$ cat config.mk
export PLATFORM = sky130hd
export DESIGN_NAME = wide_counter_bus
export DESIGN_NICKNAME = d
export VERILOG_FILES = /design/src/rtl/wcb_pkg.sv /design/src/rtl/wcb_decode.sv /design/src/rtl/wcb_side_reg.sv /design/src/rtl/wcb_counter.sv /design/src/rtl/wcb_read_port.sv /design/src/rtl/wide_counter_bus.sv
export SDC_FILE = /design/constraint.sdc
export NUM_CORES = 1
export LEC_CHECK = 0
export BUFFER_PORTS_ARGS = -buffer_cell sky130_fd_sc_hd__clkbuf_2
export CORE_ASPECT_RATIO = 0.8
export CORE_MARGIN = 2
export CORE_UTILIZATION = 50
export DETAILED_ROUTE_END_ITERATION = 7
export PLACE_DENSITY = 0.69
export SYNTH_ARGS = -nofsm -noshare
export SYNTH_HDL_FRONTEND = slang
export SYNTH_SLANG_ARGS = --single-unit
$ cat constraint.sdc
create_clock -name clk -period 2.4 [get_ports clk]
set_clock_uncertainty 0.2 [all_clocks]
set_input_delay 0.12 -clock clk [delete_from_list [all_inputs] [get_ports clk]]
set_output_delay 0.12 -clock clk [all_outputs]
set_load 0.02 [all_outputs]
$ cat src/rtl/wcb_pkg.sv
package wcb_pkg;

  localparam int BUS_W_DEFAULT = 16;

  // Address bit selects which half of the counter is accessed.
  typedef enum logic {
    HALF_LO = 1'b0,
    HALF_HI = 1'b1
  } half_sel_e;

  // Decoded per-cycle strobes.
  typedef struct packed {
    logic rd_lo;
    logic rd_hi;
    logic wr_lo;
    logic wr_hi;
  } bus_strobe_t;

endpackage

$ cat src/rtl/wcb_decode.sv
module wcb_decode
  import wcb_pkg::*;
(
  input  logic        addr,
  input  logic        rd_en,
  input  logic        wr_en,
  output bus_strobe_t strobe
);

  half_sel_e sel;

  always_comb begin
    sel          = half_sel_e'(addr);
    strobe.rd_lo = rd_en && (sel == HALF_LO);
    strobe.rd_hi = rd_en && (sel == HALF_HI);
    strobe.wr_lo = wr_en && (sel == HALF_LO);
    strobe.wr_hi = wr_en && (sel == HALF_HI);
  end

endmodule

$ cat src/rtl/wcb_side_reg.sv
// Enable-loaded register used for both the read snapshot and the write staging.
module wcb_side_reg #(
  parameter int W = 16
) (
  input  logic         clk,
  input  logic         rst,
  input  logic         load,
  input  logic [W-1:0] d,
  output logic [W-1:0] q
);

  always_ff @(posedge clk) begin
    if (rst)       q <= '0;
    else if (load) q <= d;
  end

endmodule

$ cat src/rtl/wcb_counter.sv
module wcb_counter #(
  parameter int CNT_W = 32
) (
  input  logic             clk,
  input  logic             rst,
  input  logic             load,
  input  logic [CNT_W-1:0] load_val,
  output logic [CNT_W-1:0] cnt
);

  localparam logic [CNT_W-1:0] ONE = CNT_W'(1);

  always_ff @(posedge clk) begin
    if (rst)       cnt <= '0;
    else if (load) cnt <= load_val;
    else           cnt <= cnt + ONE;
  end

endmodule

$ cat src/rtl/wcb_read_port.sv
module wcb_read_port #(
  parameter int BUS_W = 16
) (
  input  logic             clk,
  input  logic             rst,
  input  logic             rd_lo,
  input  logic             rd_hi,
  input  logic [BUS_W-1:0] lo_live,
  input  logic [BUS_W-1:0] hi_snap,
  output logic [BUS_W-1:0] rdata
);

  always_ff @(posedge clk) begin
    if (rst)        rdata <= '0;
    else if (rd_lo) rdata <= lo_live;
    else if (rd_hi) rdata <= hi_snap;
  end

endmodule

$ cat src/rtl/wide_counter_bus.sv
module wide_counter_bus
  import wcb_pkg::*;
#(
  parameter int BUS_W = BUS_W_DEFAULT
) (
  input  logic             clk,
  input  logic             rst,
  input  logic             addr,
  input  logic             rd_en,
  input  logic             wr_en,
  input  logic [BUS_W-1:0] wdata,
  output logic [BUS_W-1:0] rdata
);

  localparam int CNT_W = 2 * BUS_W;

  bus_strobe_t      strobe;
  logic [CNT_W-1:0] cnt_q;
  logic [BUS_W-1:0] hold_q;
  logic [BUS_W-1:0] stage_q;

  wcb_decode u_decode (
    .addr   (addr),
    .rd_en  (rd_en),
    .wr_en  (wr_en),
    .strobe (strobe)
  );

  // Upper half captured when the lower half is read.
  wcb_side_reg #(.W(BUS_W)) u_hold (
    .clk  (clk),
    .rst  (rst),
    .load (strobe.rd_lo),
    .d    (cnt_q[CNT_W-1:BUS_W]),
    .q    (hold_q)
  );

  // Upper half waiting for the committing lower-half write.
  wcb_side_reg #(.W(BUS_W)) u_stage (
    .clk  (clk),
    .rst  (rst),
    .load (strobe.wr_hi),
    .d    (wdata),
    .q    (stage_q)
  );

  wcb_counter #(.CNT_W(CNT_W)) u_counter (
    .clk      (clk),
    .rst      (rst),
    .load     (strobe.wr_lo),
    .load_val ({stage_q, wdata}),
    .cnt      (cnt_q)
  );

  wcb_read_port #(.BUS_W(BUS_W)) u_read (
    .clk     (clk),
    .rst     (rst),
    .rd_lo   (strobe.rd_lo),
    .rd_hi   (strobe.rd_hi),
    .lo_live (cnt_q[BUS_W-1:0]),
    .hi_snap (hold_q),
    .rdata   (rdata)
  );

endmodule

==> results.sh <==
export IMPL_hold_start="rst"
export IMPL_portBuffers=36
export IMPL_irDropWorstVdd_mv=0.327
export IMPL_drt_iter0_drc=301
export IMPL_synth_area_per_cell_um2=8.22
export IMPL_die_h_um=80.0
export IMPL_status="completed"
export IMPL_syn_area_um2=3610
export IMPL_final_nets=499
export IMPL_rr_endpoint="u_counter.cnt[30]"
export IMPL_gp_congestion=0.896
export IMPL_cts_tree="done"
export IMPL_cp_data_arrival_time_ns=2.25
export IMPL_via_count=3350
export IMPL_post_route_drc_count=0
export IMPL_coreArea_um2=6930
export IMPL_ant_nets=0
export IMPL_hold_slack_ns=0.0564
export IMPL_syn_to_final_growth_pct=19.2
export IMPL_hp_class="in -> reg"
export IMPL_grt_pass1_vias=3143
export IMPL_postCtsSetupBuffers=0
export IMPL_clkTransAtPathRegs_ns=0.08
export IMPL_finalCritPeriodShare=0.916
export IMPL_worst_path_max_delay_cell="or4_4"
export IMPL_yosys_warnings=0
export IMPL_reg2reg_depth=4
export IMPL_grt_pass1_wl_um=15600
export IMPL_maxUsedRoutingLayer="met4"
export IMPL_ys_dominant_reg_cell="dfxtp_1"
export IMPL_end_kind="register"
export IMPL_clock_latency_ns=0.35
export IMPL_min_period_ns=2.20
export IMPL_clock_path_buffers=2
export IMPL_crit_type="reg -> reg"
export IMPL_drt_pass1_iterations=5
export IMPL_cts_made_buffers=9
export IMPL_rows=27
export IMPL_crit_chain="nand4_1 > or4_4 > or4_1 > and3_1"
export IMPL_viasPerCell=5.89
export IMPL_die_area_um2=7920
export IMPL_worst_pin_slew_ns=0.727
export IMPL_worst_path_buf_inv=0
export IMPL_synthCells=439
export IMPL_holdPathEnd="u_hold.q[12]"
export IMPL_report_final_hold_viol_count=0
export IMPL_r2r_setup_slack_ns=0.20
export IMPL_ys_types=32
export IMPL_timing_rr_start="u_counter.cnt[11]"
export IMPL_cts_sinks=80
export IMPL_critPathMaxStageDelay_ns=0.58
export IMPL_wire_per_inst_um=16.6
export IMPL_overflow=0
export IMPL_rsz0062_at_grt="no"
export IMPL_cp_required_ns=2.45
export IMPL_ys_seq_elements=80
export IMPL_drv_max_cap_violation_count=0
export IMPL_die_w_um=99.0
export IMPL_crit_family="simple AND/OR/NAND/NOR gates"
export IMPL_grt_max_degree=43
export IMPL_grt_usage=0.252
export IMPL_drive_gt1_frac=0.143
export IMPL_initial_core_util=0.521
export IMPL_wirelength_um=9460
export IMPL_fin_util=0.622
export IMPL_cp_max_fo=7
export IMPL_syn_nets=461
export IMPL_yosysSeqAreaShare=0.444
export IMPL_finalMaxSlewViolations=0
export IMPL_slew_headroom=0.515
export IMPL_async_flop_share=0
export IMPL_htreeDepth=3
export IMPL_setup_violations=0
export IMPL_max_freq_mhz=455
export IMPL_antenna_found_initial=0
export IMPL_dp_hpwl_um=6590
export IMPL_p_leak_nw=1.58
export IMPL_num_antenna_cells=0
export IMPL_root_buffer="clkbuf_8"
export IMPL_synth_edf_count=0
export IMPL_dr_wl_met3_um=533
export IMPL_met2_length_um=4250
export IMPL_io_pin_count=37
export IMPL_tns_ns=0
export IMPL_power_density_nw_per_um2=716
export IMPL_drt_met1_wl_um=4450
export IMPL_startpoint_type="register"
export IMPL_min_path_cells=2
==> registers in the layout, summed over array words and instances (netlist names) <==
signal	flops
u_counter.cnt	32
u_hold.q	16
u_read.rdata	16
u_stage.q	16
==> placed cells by master, fill, tap and decap left out <==
cell type and instances:
nand3_4 1, clkbuf_1 1, xnor2_1 5, o21ai_0 4, o31ai_1 10, inv_8 1
a211o_1 1, nand4_1 12, nand3_2 1, mux2i_1 16, clkbuf_8 9, dlygate4sd3_1 16
nand3_1 12, xor2_1 8, nor4_1 8, and3_1 5, and2_1 2, a21oi_1 33
nand2b_2 1, or4_1 10, a311oi_1 13, or3_1 4, o31a_1 3, buf_4 11
nor2b_1 2, nand2_1 77, and4_1 4, dfxtp_1 80, nor3_1 3, nor2_1 51
a211oi_1 30, nand2b_1 1, clkbuf_2 36, ha_1 1, inv_1 1, nand4_2 1
bufinv_16 4, buf_12 2, or4_4 1, clkinv_4 1
==> cell type report <==
| type | instances | area [µm²] |
|---|---|---|
| fill | 622 | 2620 |
| multi-input combinational | 320 | 1860 |
| clock inverter | 6 | 140 |
| clock buffer | 10 | 128 |
| timing repair buffer | 65 | 463 |
| inverter | 1 | 3.75 |
| tap | 87 | 109 |
| sequential | 80 | 1600 |
==> cells in the mapped netlist (all sizes together), types with 2 or more instances <==
cell type | n | area share
dfxtp | 80 | 0.44
nand2 | 77 | 0.080
nor2 | 51 | 0.053
a21oi | 33 | 0.046
clkbuf | 32 | 0.033
a211oi | 30 | 0.062
mux2i | 16 | 0.044
nand3 | 14 | 0.023
a311oi | 13 | 0.032
nand4 | 13 | 0.024
or4 | 11 | 0.024
o31ai | 10 | 0.021
nor4 | 8 | 0.014
xor2 | 8 | 0.019
buf | 6 | 0.0090
and3 | 5 | 0.0087
xnor2 | 5 | 0.012
and4 | 4 | 0.0097
o21ai | 4 | 0.0055
or3 | 4 | 0.0069
nor3 | 3 | 0.0042
o31a | 3 | 0.0073
and2 | 2 | 0.0035
nand2b | 2 | 0.0035
nor2b | 2 | 0.0035
==> logic make-up after synthesis <==
kind of cell	after synthesis	share of synthesized area
AOI/OAI and AO/OA	94	0.176
muxes	16	0.0444
xor gates and xnor gates	13	0.0315
and+or+nand+nor	196	0.258
DFF	80	0.444
buffers and inverters	39	0.0433
adders and majority gates	1	0.00347
==> power breakdown <==
group	total (mW)	internal, mW	switching (mW)
Sequential	1.46	1.40	0.0664
Combinational	0.312	0.129	0.183
Clock	1.31	0.806	0.503
Total	3.08	2.33	0.752
==> routing by layer <==
layer / vias up / track usage
li1: 1655 / -
met1: 1558 / 0.347
met2: 119 / 0.393
met3: 18 / 0.0525
met4: 0 / 0.0890
met5: - / 0
==> worst max-delay path by stage <==
stage                 startpoint                 to  slack (ns)  depth (start not counted)
6_report       u_counter.cnt[11]  u_counter.cnt[30]        0.20                          4
4_1_cts         u_counter.cnt[5]  u_counter.cnt[21]        0.17                          4
5_1_grt         u_counter.cnt[0]  u_counter.cnt[24]        0.01                          5
3_5_place_dp    u_counter.cnt[5]  u_counter.cnt[21]        0.16                          4
3_3_place_gp    u_counter.cnt[5]  u_counter.cnt[19]        0.29                          4
2_1_floorplan   u_counter.cnt[0]  u_counter.cnt[28]        0.26                          7
==> per-stage QoR <==
stage / std cells / instance area (µm²) / total power [mW] / worst slack (ns)
after floorplan: 439 / 3610 / 1.67 / 0.261
after global routing: 569 / 4300 / 3.20 / 0.0102
after CTS: 569 / 4300 / 3.09 / 0.169
after global placement: 537 / 3870 / 1.77 / 0.295
final: 569 / 4300 / 3.08 / 0.201
after detailed placement: 537 / 3870 / 1.78 / 0.159
==> repair_timing <==
action | 4_1_cts | 5_1_grt
setup endpoints to repair | 0 | 1
gates resized for setup | 0 | 1
hold endpoints to repair | 32 | 0
hold buffers | 16 | 0
Note: power is estimated with default switching activity, not from simulation.
